### src/rtl/mgmt_pkg.sv
package mgmt_pkg;
  typedef enum logic [2:0] {
    S_IDLE, S_START, S_HDR, S_READ, S_WRITE, S_SKIP
  } mstate_t;

  localparam logic [1:0] OP_RD = 2'b10;
  localparam logic [1:0] OP_WR = 2'b01;

  localparam int NUM_EVT = 6;

  localparam logic [4:0] REG_CTRL  = 5'd0;
  localparam logic [4:0] REG_STAT  = 5'd1;
  localparam logic [4:0] REG_ID_HI = 5'd2;
  localparam logic [4:0] REG_ID_LO = 5'd3;
  localparam logic [4:0] REG_ADV   = 5'd4;
  localparam int         REG_CNT0  = 20;
endpackage

### src/rtl/mgmt_frame.sv
module mgmt_frame
  import mgmt_pkg::*;
#(
  parameter int ADDR_W     = 5,
  parameter int DATA_W     = 16,
  parameter int ADAPT_BITS = 2
) (
  input  logic              clk,
  input  logic              rst_n,
  input  logic              mdc,
  input  logic              mdio_in,
  input  logic [ADDR_W-1:0] phy_addr,
  input  logic              rpt_mode,
  input  logic [DATA_W-1:0] rd_data,
  output logic              rd_stb,
  output logic              wr_stb,
  output logic [ADDR_W-1:0] reg_addr,
  output logic [DATA_W-1:0] wr_data,
  output logic              mdio_out,
  output logic              mdio_oe
);
  localparam int HDR_W = 2 + 2 * ADDR_W;
  localparam int TAIL  = DATA_W + 1;
  localparam int CW    = $clog2(TAIL + 1);

  logic              mdc_q, mdc_q2, mdio_q;
  mstate_t           st, st_n;
  logic [CW-1:0]     cnt, cnt_n;
  logic [HDR_W-1:0]  hdr, hdr_n, hdr_full;
  logic [DATA_W-1:0] sh, sh_n;
  logic [ADDR_W-1:0] ra_q, ra_n, pa_now, ra_now;
  logic [1:0]        op_now;
  logic              oe_n, out_n, rise, hit;

  assign rise     = mdc_q & ~mdc_q2;
  assign hdr_full = {hdr[HDR_W-2:0], mdio_q};
  assign op_now   = hdr_full[HDR_W-1 -: 2];
  assign pa_now   = hdr_full[2*ADDR_W-1 -: ADDR_W];
  assign ra_now   = hdr_full[ADDR_W-1:0];
  assign hit      = rpt_mode ? (pa_now == phy_addr)
                  : ((pa_now[ADDR_W-1:ADAPT_BITS] == '0) &&
                     (pa_now[ADAPT_BITS-1:0] == phy_addr[ADAPT_BITS-1:0]));
  assign reg_addr = (st == S_HDR) ? ra_now : ra_q;
  assign wr_data  = {sh[DATA_W-2:0], mdio_q};

  always_comb begin
    st_n   = st;
    cnt_n  = cnt;
    hdr_n  = hdr;
    sh_n   = sh;
    ra_n   = ra_q;
    oe_n   = mdio_oe;
    out_n  = mdio_out;
    rd_stb = 1'b0;
    wr_stb = 1'b0;
    if (rise) begin
      case (st)
        S_IDLE:  if (!mdio_q) st_n = S_START;
        S_START: if (mdio_q) begin
          st_n  = S_HDR;
          cnt_n = '0;
        end
        S_HDR: begin
          hdr_n = hdr_full;
          cnt_n = cnt + 1'b1;
          if (cnt == CW'(HDR_W - 1)) begin
            cnt_n = '0;
            ra_n  = ra_now;
            if (op_now == OP_RD && hit) begin
              st_n   = S_READ;
              rd_stb = 1'b1;
              sh_n   = rd_data;
            end else if (op_now == OP_WR && hit) begin
              st_n = S_WRITE;
            end else begin
              st_n = S_SKIP;
            end
          end
        end
        S_READ: begin
          cnt_n = cnt + 1'b1;
          if (cnt == '0) begin
            oe_n  = 1'b1;
            out_n = 1'b0;
          end else if (cnt == CW'(TAIL)) begin
            oe_n  = 1'b0;
            out_n = 1'b0;
            st_n  = S_IDLE;
          end else begin
            out_n = sh[DATA_W-1];
            sh_n  = {sh[DATA_W-2:0], 1'b0};
          end
        end
        S_WRITE: begin
          cnt_n = cnt + 1'b1;
          sh_n  = {sh[DATA_W-2:0], mdio_q};
          if (cnt == CW'(TAIL)) begin
            wr_stb = 1'b1;
            st_n   = S_IDLE;
          end
        end
        S_SKIP: begin
          cnt_n = cnt + 1'b1;
          if (cnt == CW'(TAIL)) st_n = S_IDLE;
        end
        default: st_n = S_IDLE;
      endcase
    end
  end

  always_ff @(posedge clk or negedge rst_n) begin
    if (!rst_n) begin
      mdc_q    <= 1'b0;
      mdc_q2   <= 1'b0;
      mdio_q   <= 1'b1;
      st       <= S_IDLE;
      cnt      <= '0;
      hdr      <= '0;
      sh       <= '0;
      ra_q     <= '0;
      mdio_oe  <= 1'b0;
      mdio_out <= 1'b0;
    end else begin
      mdc_q    <= mdc;
      mdc_q2   <= mdc_q;
      mdio_q   <= mdio_in;
      st       <= st_n;
      cnt      <= cnt_n;
      hdr      <= hdr_n;
      sh       <= sh_n;
      ra_q     <= ra_n;
      mdio_oe  <= oe_n;
      mdio_out <= out_n;
    end
  end

  // the line is only ever driven inside a read
  p_oe_in_read_r2: assert property (@(posedge clk) disable iff (!rst_n)
    mdio_oe |-> (st == S_READ));
  // the first driven bit is the low turnaround bit
  p_ta_low_r2: assert property (@(posedge clk) disable iff (!rst_n)
    $rose(mdio_oe) |-> !mdio_out);
  // released after the edge that samples bit 0
  p_release_r2: assert property (@(posedge clk) disable iff (!rst_n)
    (rise && st == S_READ && cnt == CW'(TAIL)) |=> !mdio_oe);
  // an ignored frame never drives the line
  p_quiet_skip_r5: assert property (@(posedge clk) disable iff (!rst_n)
    (st == S_SKIP) |-> !mdio_oe);
endmodule

### src/rtl/evt_counter.sv
module evt_counter #(
  parameter int CNT_W = 16
) (
  input  logic             clk,
  input  logic             rst_n,
  input  logic             clr,
  input  logic             rd_clr,
  input  logic             evt,
  output logic [CNT_W-1:0] count
);
  logic [CNT_W-1:0] count_n;
  logic             full;

  assign full = &count;

  always_comb begin
    count_n = count;
    if (clr)               count_n = '0;
    else if (rd_clr)       count_n = CNT_W'(evt);
    else if (evt && !full) count_n = count + 1'b1;
  end

  always_ff @(posedge clk or negedge rst_n) begin
    if (!rst_n) count <= '0;
    else        count <= count_n;
  end

  // a saturated counter holds under further strobes
  p_sat_hold_r11: assert property (@(posedge clk) disable iff (!rst_n)
    (full && !clr && !rd_clr) |=> (&count));
  // after a clearing read at most the coincident event remains
  p_rd_clear_r12: assert property (@(posedge clk) disable iff (!rst_n)
    (rd_clr && !clr) |=> (count <= CNT_W'(1)));
  // soft reset wipes the counter
  p_wipe_r8: assert property (@(posedge clk) disable iff (!rst_n)
    clr |=> (count == '0));
endmodule

### src/rtl/mgmt_regs.sv
module mgmt_regs
  import mgmt_pkg::*;
#(
  parameter int          CNT_W      = 16,
  parameter int          RST_CYCLES = 8,
  parameter logic [15:0] ID_HI      = 16'h0A5C,
  parameter logic [15:0] ID_LO      = 16'h5C31
) (
  input  logic               clk,
  input  logic               rst_n,
  input  logic               rd_stb,
  input  logic               wr_stb,
  input  logic [4:0]         reg_addr,
  input  logic [15:0]        wr_data,
  input  logic [NUM_EVT-1:0] evt,
  output logic [15:0]        rd_data,
  output logic               pwr_down,
  output logic               isolate,
  output logic               soft_rst
);
  localparam logic [15:0] CTRL_DEF  = 16'h3000;
  localparam logic [15:0] CTRL_MASK = 16'h3D00;
  localparam logic [15:0] ADV_DEF   = 16'h01E1;
  localparam logic [15:0] STAT_VAL  = 16'h7849;
  localparam int          RW        = $clog2(RST_CYCLES + 1);

  logic [15:0]        ctrl, ctrl_n, adv, adv_n;
  logic [RW-1:0]      rc, rc_n;
  logic [NUM_EVT-1:0] rd_clr;
  logic [CNT_W-1:0]   cnt_val [NUM_EVT];

  assign soft_rst = (rc != '0);
  assign pwr_down = ctrl[11];
  assign isolate  = ctrl[10];

  for (genvar g = 0; g < NUM_EVT; g++) begin : g_cnt
    assign rd_clr[g] = rd_stb && (reg_addr == 5'(REG_CNT0 + g));
    evt_counter #(.CNT_W(CNT_W)) u_cnt (
      .clk    (clk),
      .rst_n  (rst_n),
      .clr    (soft_rst),
      .rd_clr (rd_clr[g]),
      .evt    (evt[g]),
      .count  (cnt_val[g])
    );
  end

  always_comb begin
    ctrl_n = ctrl;
    adv_n  = adv;
    rc_n   = soft_rst ? rc - 1'b1 : rc;
    if (wr_stb && !soft_rst) begin
      case (reg_addr)
        REG_CTRL: begin
          if (wr_data[15]) begin
            ctrl_n = CTRL_DEF;
            adv_n  = ADV_DEF;
            rc_n   = RW'(RST_CYCLES);
          end else begin
            ctrl_n = wr_data & CTRL_MASK;
          end
        end
        REG_ADV: adv_n = wr_data;
        default: ;
      endcase
    end
  end

  always_comb begin
    rd_data = '0;
    case (reg_addr)
      REG_CTRL:  rd_data = {soft_rst, ctrl[14:0]};
      REG_STAT:  rd_data = STAT_VAL;
      REG_ID_HI: rd_data = ID_HI;
      REG_ID_LO: rd_data = ID_LO;
      REG_ADV:   rd_data = adv;
      default: begin
        for (int i = 0; i < NUM_EVT; i++)
          if (reg_addr == 5'(REG_CNT0 + i)) rd_data = 16'(cnt_val[i]);
      end
    endcase
  end

  always_ff @(posedge clk or negedge rst_n) begin
    if (!rst_n) begin
      ctrl <= CTRL_DEF;
      adv  <= ADV_DEF;
      rc   <= '0;
    end else begin
      ctrl <= ctrl_n;
      adv  <= adv_n;
      rc   <= rc_n;
    end
  end

  // control outputs sit at their reset values during a soft reset
  p_quiet_in_reset_r8: assert property (@(posedge clk) disable iff (!rst_n)
    soft_rst |-> (!pwr_down && !isolate));
  // the soft reset runs its full length
  p_reset_len_r8: assert property (@(posedge clk) disable iff (!rst_n)
    (rc > RW'(1)) |=> soft_rst);
  // control register holds only its writable bits
  p_ctrl_mask_r7: assert property (@(posedge clk) disable iff (!rst_n)
    (ctrl & ~CTRL_MASK) == '0);
endmodule

### src/rtl/phy_mgmt_regfile.sv
module phy_mgmt_regfile
  import mgmt_pkg::*;
#(
  parameter int          CNT_W      = 16,
  parameter int          RST_CYCLES = 8,
  parameter logic [15:0] ID_HI      = 16'h0A5C,
  parameter logic [15:0] ID_LO      = 16'h5C31
) (
  input  logic         clk,
  input  logic         rst_n,
  input  logic         mdc,
  input  logic         mdio_in,
  input  logic [4:0]   phy_addr,
  input  logic         rpt_mode,
  input  logic [5:0]   evt,
  output logic         mdio_out,
  output logic         mdio_oe,
  output logic         pwr_down,
  output logic         isolate,
  output logic         soft_rst
);
  logic        rst_s1, rst_s2;
  logic        rd_stb, wr_stb;
  logic [4:0]  reg_addr;
  logic [15:0] wr_data, rd_data;

  always_ff @(posedge clk or negedge rst_n) begin
    if (!rst_n) begin
      rst_s1 <= 1'b0;
      rst_s2 <= 1'b0;
    end else begin
      rst_s1 <= 1'b1;
      rst_s2 <= rst_s1;
    end
  end

  mgmt_frame #(.ADDR_W(5), .DATA_W(16), .ADAPT_BITS(2)) u_frame (
    .clk      (clk),
    .rst_n    (rst_s2),
    .mdc      (mdc),
    .mdio_in  (mdio_in),
    .phy_addr (phy_addr),
    .rpt_mode (rpt_mode),
    .rd_data  (rd_data),
    .rd_stb   (rd_stb),
    .wr_stb   (wr_stb),
    .reg_addr (reg_addr),
    .wr_data  (wr_data),
    .mdio_out (mdio_out),
    .mdio_oe  (mdio_oe)
  );

  mgmt_regs #(
    .CNT_W(CNT_W), .RST_CYCLES(RST_CYCLES), .ID_HI(ID_HI), .ID_LO(ID_LO)
  ) u_regs (
    .clk      (clk),
    .rst_n    (rst_s2),
    .rd_stb   (rd_stb),
    .wr_stb   (wr_stb),
    .reg_addr (reg_addr),
    .wr_data  (wr_data),
    .evt      (evt),
    .rd_data  (rd_data),
    .pwr_down (pwr_down),
    .isolate  (isolate),
    .soft_rst (soft_rst)
  );
endmodule

### config.mk
export PLATFORM = sky130hd
export DESIGN_NAME = phy_mgmt_regfile
export DESIGN_NICKNAME = d
export VERILOG_FILES = /design/src/rtl/mgmt_pkg.sv /design/src/rtl/mgmt_frame.sv /design/src/rtl/evt_counter.sv /design/src/rtl/mgmt_regs.sv /design/src/rtl/phy_mgmt_regfile.sv
export SDC_FILE = /design/constraint.sdc
export NUM_CORES = 1
export LEC_CHECK = 0
export CAP_MARGIN = 10
export CORE_MARGIN = 2
export CORE_UTILIZATION = 51
export CTS_CLUSTER_DIAMETER = 200
export DETAILED_ROUTE_END_ITERATION = 6
export PLACE_DENSITY = 0.73
export SLEW_MARGIN = 20
export SYNTH_ARGS = -nofsm -noshare
export SYNTH_HDL_FRONTEND = slang
export SYNTH_SLANG_ARGS = --single-unit
### constraint.sdc
create_clock -name clk -period 6.8 [get_ports clk]
set_input_delay 1.02 -clock clk [delete_from_list [all_inputs] [get_ports clk]]
set_output_delay 1.02 -clock clk [all_outputs]
set_load 0.02 [all_outputs]
==> flow_summary.yaml, run 1 <==
worst_hold_path:
  hold_path_class: "flip-flop to flip-flop"
finish:
  nets: 1100
  area_growth_pct: 10.4
  final-instance-count-excl-fill: 1321
  diodes: 0
  layout-drive-gt1-share_pct: 9.20
  nFillCells: 1679
logic_synthesis:
  synth_warnings: 0
  synthTopCellsByArea: "dfrtp_1 (42%), nor2_1 (6.0%), nand2_1 (4.2%), xor2_1 (4.0%), xnor2_1 (3.6%)"
  ys_seq_area_share_pct: 43.7
  synth_seq_cells: 168
  yosysTopAreaCell: "dfrtp_1"
  syn_inst: 1075
  ys_types: 93
  syn-cell-area_sq_um: 9650
  avgSynthCellArea_sq_um: 8.97
  synth_nets: 1101
  synthFlopType: "dfrtp_1"
  synth_top_area_share_pct: 41.5
  synth_edf_count: 0
  synthArstFlopShare_pct: 100
detailed_routing:
  wirelength_mm: 24.0
  via_count: 8029
  drc: 0
  drt_first_pass_iters: 6
  ant_nets: 0
  routedWlPerCell_microns: 18.2
  avgViaCountPerCell: 6.08
  first_iter_violations: 916
power_and_ir_drop:
  p_int_uw: 2040
  clockPowerShare_pct: 37.0
  p_leak_uw: 0.00425
  pwr-share-seq_pct: 40.5
  p_sw_uw: 987
  peakVddDrop_uv: 172
  p_sw_share_pct: 32.6
  power.total_uw: 3030
  power.density_nw_per_um2: 284
  comb_power_share_pct: 22.6
floorplan:
  floorplan.rows: 50
  die_w_microns: 142
  die_h_microns: 142
  io_pins: 21
  start_util_pct: 51.7
  dieArea_sq_um: 20000
  core_area_sq_um: 18600
clocking:
  path_clk_slew_ns: 0.06
  post_cts_buffers: 0
  numCtsBuffers: 17
  cts_sinks: 168
  ctsHoldBuffers: 0
  cts_tree: "built"
  clockBufferDepth: 2
  cts_root_buffer: "clkbuf_16"
  htree_levels: 4
  clk_latency_ns: 0.44
  cts_resized: 0
timing:
  tightest_slew_ns: 1.03
  hold_ws_ns: 0.353
  clock.fmax_mhz: 300
  post-route-period-util_pct: 49.0
  setup_tns_ns: 0
  post-route-min-period_ns: 3.33
  slew_viol_final: 0
  finalSetupViolations: 0
  maxSlewHeadroom_pct: 31.5
  fin_skew_ns: 0.0119
  hold_violations: 0
  rsz0062_at_grt: "no"
setup_path:
  cp.required_ns: 5.78
  cp_top_family: "buffers and inverters"
  max_stage_delay_ns: 0.57
  path_common_cell: "inv_1"
  worstSetupEndpointType: "primary output"
  worst-path-max-fanout: 15
  cp_cell_sequence: "inv_1 -> ha_1 -> nor3b_2 -> buf_4 -> inv_1 -> clkdlybuf4s50_1"
  critical_path_class: "flip-flop to primary output"
  start_kind: "flip-flop"
  critical_path.slowest_cell: "clkdlybuf4s50_1"
  cp_num_buf_inv: 4
  crit_arrival_ns: 2.31
global_routing:
  grt_use_total_pct: 25.3
  grt_pass1_vias: 7576
  antenna_found_initial: 0
  grt_pass1_wl_mm: 40.0
  grt_max_degree: 67
  gr-total-overflow: 0
placement:
  dp_hpwl_mm: 16.9
  gp_congestion: 0.913
  port_buffers: 20
  dp_cells: 1289
job:
  drv_cap: 0
run_status:
  status: "finished, final reports clean"
==> logic make-up (layout without fill, tap and decap cells) <==
| kind of cell | count (synthesis) | after routing | share of synthesized area [%] |
|---|---|---|---|
| adder cells (fa/ha/maj) | 10 | 10 | 1.30 |
| other | 1 | 1 | 0.0389 |
| AND/OR/NAND/NOR | 456 | 456 | 22.7 |
| multiplexers | 28 | 28 | 3.53 |
| buffers and inverters | 84 | 96 | 4.10 |
| flip-flops | 168 | 168 | 43.7 |
| AO/OA/AOI/OAI | 244 | 244 | 17.1 |
| XOR/XNOR | 84 | 84 | 7.63 |
==> metal layers <==
layer	share of wire, %	global-route usage (%)	up-vias	wire length [microns]
li1	-	-	3807	-
met1	45	35.9	3875	10900
met2	45	38.7	287	10800
met3	6.5	4.99	60	1560
met4	3.2	9.37	0	767
met5	0	0	-	0
==> sequential cells by signal (all words and copies together), names as in the netlist <==
register and count:
rst_s1 1, rst_s2 1, u_frame.cnt 5, u_frame.hdr 11, u_frame.mdc_q 1, u_frame.mdc_q2 1, u_frame.mdio_oe 1, u_frame.mdio_out 1
u_frame.mdio_q 1, u_frame.ra_q 5, u_frame.sh 16, u_frame.st 3, u_regs.adv 16, u_regs.ctrl 5, u_regs.g_cnt.u_cnt.count 96, u_regs.rc 4
==> power groups by stage <==
stage	clock [uW]	combinational, uW	sequential (uW)
after floorplan	0	554	1180
after global placement	0	657	1230
after detailed placement	0	671	1240
after CTS	1140	677	1220
after global routing	1170	763	1240
final	1120	684	1230
==> per-stage QoR <==
| stage | area (sq um) | utilization (%) | setup slack [ns] |
|---|---|---|---|
| finish | 10600 | 57.1 | 3.47 |
| global route | 10600 | 57.1 | 3.30 |
| CTS | 10600 | 57.1 | 3.46 |
| detailed placement | 9960 | 53.4 | 3.21 |
| global placement | 9950 | 53.4 | 3.22 |
| floorplan | 9650 | - | 1.79 |
==> final cells by class <==
type                            count  area (sq um)  area share, %
Multi-Input combinational cell    823          5050           47.5
Sequential cell                   168          4220           39.6
Tap cell                          234           293           2.75
Timing Repair Buffer               29           268           2.52
Inverter                           35           131           1.23
Clock inverter                     13           240           2.26
Clock buffer                       19           443           4.16
==> cell usage after synthesis, drive strengths merged, types with 4 or more instances <==
cell type / count
a211oi: 9
o2bb2ai: 4
or2: 5
nand3: 51
inv: 35
and3: 6
nor2: 156
xor2: 44
o21ai: 60
clkbuf: 22
mux2: 16
nor3: 25
xnor2: 40
buf: 27
o31ai: 13
o22a: 5
mux2i: 12
nand2: 114
o211ai: 4
a221oi: 6
nor2b: 7
a21o: 5
nor4: 5
a31oi: 8
ha: 10
nand2b: 12
nand4b: 7
nand4: 30
or3: 15
o22ai: 7
and2: 5
dfrtp: 160
dfstp: 8
a21oi: 70
a2bb2oi: 10
and4: 5
==> layout by cell type, fill, tap and decap left out, types with 24 or more instances in the layout <==
| cell type | Yosys | layout |
|---|---|---|
| o21ai_0 | 51 | 51 |
| a21oi_1 | 69 | 69 |
| nor2_1 | 155 | 154 |
| xnor2_1 | 40 | 40 |
| nand4_1 | 30 | 30 |
| dfrtp_1 | 160 | 159 |
| nor3_1 | 24 | 24 |
| inv_1 | 35 | 35 |
| nand3_1 | 51 | 51 |
| xor2_1 | 44 | 44 |
| nand2_1 | 109 | 109 |
==> worst register-to-register path, delay by kind of cell (launching register included) <==
family | cells | cell delay, ns
AND/OR/NAND/NOR | 4 | 1.21
buffers and inverters | 1 | 0.26
multiplexers | 1 | 0.37
flip-flops | 1 | 0.54
AO/OA/AOI/OAI | 2 | 0.86
==> worst paths after layout <==
| path | from | endpoint | slack (ns) | cells after the start |
|---|---|---|---|---|
| setup / recovery | u_regs.rc[0] | soft_rst | 3.47 | 6 |
| hold / removal | rst_s1 | rst_s2 | 0.35 | 0 |
| setup reg to reg | u_frame.st[1] | u_regs.adv[12] | 3.51 | 8 |
| hold reg to reg | rst_s1 | rst_s2 | 0.35 | 0 |
| max in group asynchronous | rst_s2 | u_regs.g_cnt[5].u_cnt.count[13] | 5.10 | 1 |
| min in group asynchronous | rst_s2 | u_regs.g_cnt[0].u_cnt.count[14] | 0.38 | 0 |
(Power assumes the default switching activity.)
==> run 2: changes to the inputs <==
==> constraint.sdc (replaced) <==
create_clock -name clk -period 3.25 [get_ports clk]
set_input_delay 0.4875 -clock clk [delete_from_list [all_inputs] [get_ports clk]]
set_output_delay 0.4875 -clock clk [all_outputs]
set_load 0.02 [all_outputs]
==> flow_summary.yaml, run 2 (same netlist as run 1, synthesis figures left out) <==
setup_path:
  cp_top_family: "buffers and inverters"
  cp_num_buf_inv: 4
  rr_endpoint: "u_frame.sh[4]"
  cp_cell_sequence: "inv_1 -> ha_1 -> nor3b_2 -> buf_4 -> inv_1 -> clkdlybuf4s50_1"
  start_kind: "flip-flop"
  worst_r2r_path_depth: 8
  regToRegSetupSlack_ns: 0.59
  max_stage_delay_ns: 0.64
  critical_path.slowest_cell: "clkdlybuf4s50_1"
  timing.rr.start: "u_frame.st[0]"
  critical_path_class: "flip-flop to primary output"
  crit_arrival_ns: 2.22
  worst-path-max-fanout: 8
  worstSetupEndpointType: "primary output"
  cp.required_ns: 2.76
  path_common_cell: "inv_1"
placement:
  dp_cells: 1308
  port_buffers: 20
  gp_congestion: 0.940
  dp_hpwl_mm: 17.6
floorplan:
  floorplan.rows: 50
  dieArea_sq_um: 20000
  io_pins: 21
  core_area_sq_um: 18600
  die_w_microns: 142
  die_h_microns: 142
  start_util_pct: 51.7
clocking:
  numCtsBuffers: 17
  cts_resized: 0
  cts_tree: "built"
  post_cts_buffers: 0
  ctsHoldBuffers: 0
  clockBufferDepth: 2
  cts_sinks: 168
  path_clk_slew_ns: 0.07
  cts_root_buffer: "clkbuf_16"
  htree_levels: 4
  clk_latency_ns: 0.44
timing:
  hold_violations: 0
  slew_viol_final: 0
  clock.fmax_mhz: 369
  rsz0062_at_grt: "no"
  maxSlewHeadroom_pct: 43.6
  post-route-min-period_ns: 2.71
  finalSetupViolations: 0
  tightest_slew_ns: 0.837
  setup_tns_ns: 0
  fin_skew_ns: 0.0104
  post-route-period-util_pct: 83.4
power_and_ir_drop:
  power.density_nw_per_um2: 564
  pwr-share-seq_pct: 41.8
  comb_power_share_pct: 25.9
  peakVddDrop_uv: 441
  p_int_uw: 3920
  p_sw_uw: 2110
  p_leak_uw: 0.00430
  p_sw_share_pct: 35.0
  clockPowerShare_pct: 32.2
finish:
  seq_area_sq_um: 4220
  largest_reg_flops: 96
  area_growth_pct: 10.8
  nFillCells: 1671
  layout-drive-gt1-share_pct: 10.7
  multi_input_area_sq_um: 5040
  final_common_cell: "dfrtp_1"
  final-instance-count-excl-fill: 1340
  reg_top3: "u_regs.g_cnt.u_cnt.count x96, u_frame.sh x16, u_regs.adv x16"
  most-common-layout-cells: "dfrtp_1 (159), nor2_1 (154), nand2_1 (109), a21oi_1 (69)"
  largest-register: "u_regs.g_cnt.u_cnt.count"
  diodes: 0
  nets: 1119
  fin_util_pct: 57.4
detailed_routing:
  avgViaCountPerCell: 6.07
  ant_nets: 0
  drc: 0
  drt_first_pass_iters: 6
  routedWlPerCell_microns: 18.3
  first_iter_violations: 805
  via_count: 8131
  wirelength_mm: 24.5
global_routing:
  grt_max_degree: 64
  grt_use_total_pct: 25.7
  grt_pass1_vias: 7751
  gr-total-overflow: 0
  grt_pass1_wl_mm: 40.5
  antenna_found_initial: 0
worst_hold_path:
  hold_path_class: "primary input to asynchronous set/reset pin"
job:
  drv_cap: 0
run_status:
  status: "finished, final reports clean"
==> run 2: power by group through the flow <==
stage / sequential, uW / combinational, uW / clock (uW)
CTS: 2510 / 1550 / 1970
global route: 2550 / 1720 / 2050
detailed placement: 2550 / 1540 / 0
finish: 2520 / 1560 / 1950
floorplan: 2470 / 1160 / 0
global placement: 2550 / 1520 / 0
==> run 2: worst max-delay path by stage <==
stage | start | end | cells after the start
2_1_floorplan | rst_s2 | u_frame.cnt[0] | 0
3_3_place_gp | rpt_mode | u_frame.sh[3] | 10
3_5_place_dp | rpt_mode | u_frame.sh[3] | 10
4_1_cts | u_regs.rc[0] | soft_rst | 6
5_1_grt | u_frame.cnt[1] | u_frame.st[1] | 9
6_report | u_regs.rc[0] | soft_rst | 6
==> run 2: final cells by class <==
class	instances	share of cell area, %
Clock buffer	19	4.05
Clock inverter	13	1.17
Inverter	35	1.23
Multi-Input combinational cell	823	47.2
Sequential cell	168	39.4
Tap cell	234	2.74
Timing Repair Buffer	48	4.19
==> run 2: per-stage QoR <==
stage / instance area, sq um / setup WS [ns] / hold slack (ns) / total power [uW]
3_3_place_gp: 10100 / 0.316 / 0.334 / 4060
2_1_floorplan: 9650 / 0.479 / 0.192 / 3630
3_5_place_dp: 10100 / 0.245 / 0.336 / 4090
5_1_grt: 10700 / 0.395 / 0.190 / 6320
4_1_cts: 10700 / 0.523 / 0.198 / 6040
6_report: 10700 / 0.540 / 0.201 / 6030
==> run 2: layer usage <==
metal / GRT usage, % / share of wire [%] / wire (microns)
met1: 35.7 / 45 / 11100
met2: 41.0 / 47 / 11500
met3: 4.79 / 5.8 / 1430
met4: 7.95 / 2.5 / 602
met5: 0 / 0 / 0
==> run 2: worst register-to-register path, delay by kind of cell (launching register included) <==
kind / cells / cell delay, ns
AOI/OAI and AO/OA: 4 / 0.95
buffers and inverters: 2 / 0.52
and+or+nand+nor: 1 / 0.43
DFF: 1 / 0.37
muxes: 1 / 0.32
==> run 3: changes to the inputs <==
--- a/config.mk
+++ b/config.mk
@@ -10,7 +10,7 @@
 export CORE_UTILIZATION = 51
 export CTS_CLUSTER_DIAMETER = 200
 export DETAILED_ROUTE_END_ITERATION = 6
-export PLACE_DENSITY = 0.73
+export PLACE_DENSITY = 0.76
 export SLEW_MARGIN = 20
 export SYNTH_ARGS = -nofsm -noshare
 export SYNTH_HDL_FRONTEND = slang
==> constraint.sdc (replaced) <==
create_clock -name clk -period 2.45 [get_ports clk]
set_input_delay 0.3675 -clock clk [delete_from_list [all_inputs] [get_ports clk]]
set_output_delay 0.3675 -clock clk [all_outputs]
set_load 0.02 [all_outputs]
==> flow_summary.yaml, run 3 (same netlist as run 1, synthesis figures left out) <==
run_status:
  status: "finished, final reports clean"
clocking:
  numCtsBuffers: 17
  cts_root_buffer: "clkbuf_16"
  cts_tree: "built"
  htree_levels: 4
  path_clk_slew_ns: 0.07
  clockBufferDepth: 2
  cts_sinks: 168
  clk_latency_ns: 0.44
  ctsHoldBuffers: 0
setup_path:
  worst_r2r_path_depth: 8
  start_kind: "flip-flop"
  critical_path_class: "flip-flop to flip-flop"
  worst-path-max-fanout: 15
  crit_arrival_ns: 2.77
  cp.required_ns: 2.78
  worstSetupEndpointType: "flip-flop"
  regToRegSetupSlack_ns: 0.01
job:
  drv_cap: 0
power_and_ir_drop:
  peakVddDrop_uv: 512
  power.total_uw: 8600
  power.density_nw_per_um2: 752
  p_leak_uw: 0.00467
floorplan:
  die_h_microns: 142
  dieArea_sq_um: 20000
  die_w_microns: 142
  floorplan.rows: 50
  start_util_pct: 51.7
  io_pins: 21
  core_area_sq_um: 18600
timing:
  post-route-min-period_ns: 2.44
  maxSlewHeadroom_pct: 61.9
  setup_slack_ns: 0.0121
  fin_skew_ns: 0.00876
  rsz0062_at_grt: "yes"
  hold_ws_ns: 0.0815
  slew_viol_final: 0
  tightest_slew_ns: 0.571
  clock.fmax_mhz: 410
  finalSetupViolations: 0
  hold_violations: 0
  post-route-period-util_pct: 99.5
detailed_routing:
  wirelength_mm: 26.3
  drt_first_pass_iters: 6
  first_iter_violations: 955
  drc: 0
  ant_nets: 0
  routedWlPerCell_microns: 18.7
  via_count: 8544
  avgViaCountPerCell: 6.09
finish:
  most-common-layout-cells: "dfrtp_1 (159), nor2_1 (154), nand2_1 (107), buf_4 (74), a21oi_1 (68)"
  largest-register: "u_regs.g_cnt.u_cnt.count"
  seq_area_sq_um: 4220
  area_growth_pct: 18.5
  nets: 1181
  reg_top3: "u_regs.g_cnt.u_cnt.count x96, u_frame.sh x16, u_regs.adv x16"
  final_common_cell: "dfrtp_1"
  largest_reg_flops: 96
  layout-drive-gt1-share_pct: 16.5
  nFillCells: 1555
  diodes: 0
  multi_input_area_sq_um: 5170
placement:
  dp_hpwl_mm: 18.6
  gp_congestion: 0.924
  port_buffers: 20
  dp_slack_ns: -0.182
global_routing:
  grt_max_degree: 57
  grt_pass1_vias: 8211
  grt_use_total_pct: 27.2
  gr-total-overflow: 0
  grt_pass1_wl_mm: 42.5
  antenna_found_initial: 0
worst_hold_path:
  hold_path_class: "primary input to asynchronous set/reset pin"
[run 3: worst paths after layout]
path	end	start
max in group asynchronous	u_regs.ctrl[13]	rst_s2
max	u_frame.sh[9]	u_frame.st[0]
min reg2reg	u_regs.g_cnt[1].u_cnt.count[10]	rst_s2
min	rst_s1	rst_n
max reg2reg	u_frame.sh[9]	u_frame.st[0]
min in group clk	u_frame.mdio_q	mdio_in
[run 3: power by group]
group / internal, uW / total (uW) / switching, uW
Clock: 1710 / 2840 / 1130
Sequential: 3020 / 3320 / 300
Combinational: 997 / 2440 / 1440
Total: 5730 / 8600 / 2870
[run 3: through the flow]
step           instance area (sq um)  TNS (ns)  utilization, %  instances
2_1_floorplan                   9650         0               -       1075
3_3_place_gp                   10700    -11.09            57.2       1366
3_5_place_dp                   10700    -12.82            57.2       1366
4_1_cts                        11300  -0.00900            60.8       1401
5_1_grt                        11400    -0.447            61.3       1402
6_report                       11400         0            61.3       1402
[run 3: layout make-up]
type                            instances  area share (%)
Multi-Input combinational cell        824            45.2
Sequential cell                       168            36.9
Timing Repair Buffer                  109            8.92
Clock buffer                           24            3.95
Tap cell                              234            2.56
Clock inverter                          8            1.31
Inverter                               35            1.15
[run 3: critical path: stages, from the launching register on]
cell and delay (ns):
dfrtp_1 0.39, or3b_4 0.41, buf_12 0.17, or3_4 0.36, o32a_4 0.39, o21ai_2 0.15, o2111a_1 0.18, o21ai_1 0.08
a22o_1 0.19
[run 3: metal layers]
layer  vias to the layer above  global-route usage [%]  part of all wire (%)
met5                         -                       0                     0
met4                         0                    10.2                   2.9
met3                        60                    5.20                   6.6
met2                       370                    44.0                    48
met1                      4114                    36.4                    43
li1                       4000                       -                     -
[run 3: timing repair]
action | 4_1_cts | 5_1_grt
endpoints found under the setup margin | 23 | 105
gates cloned | 1 | 0
gates resized for setup | 8 | 24
pin swaps | 0 | 3
buffers inserted | 2 | 1
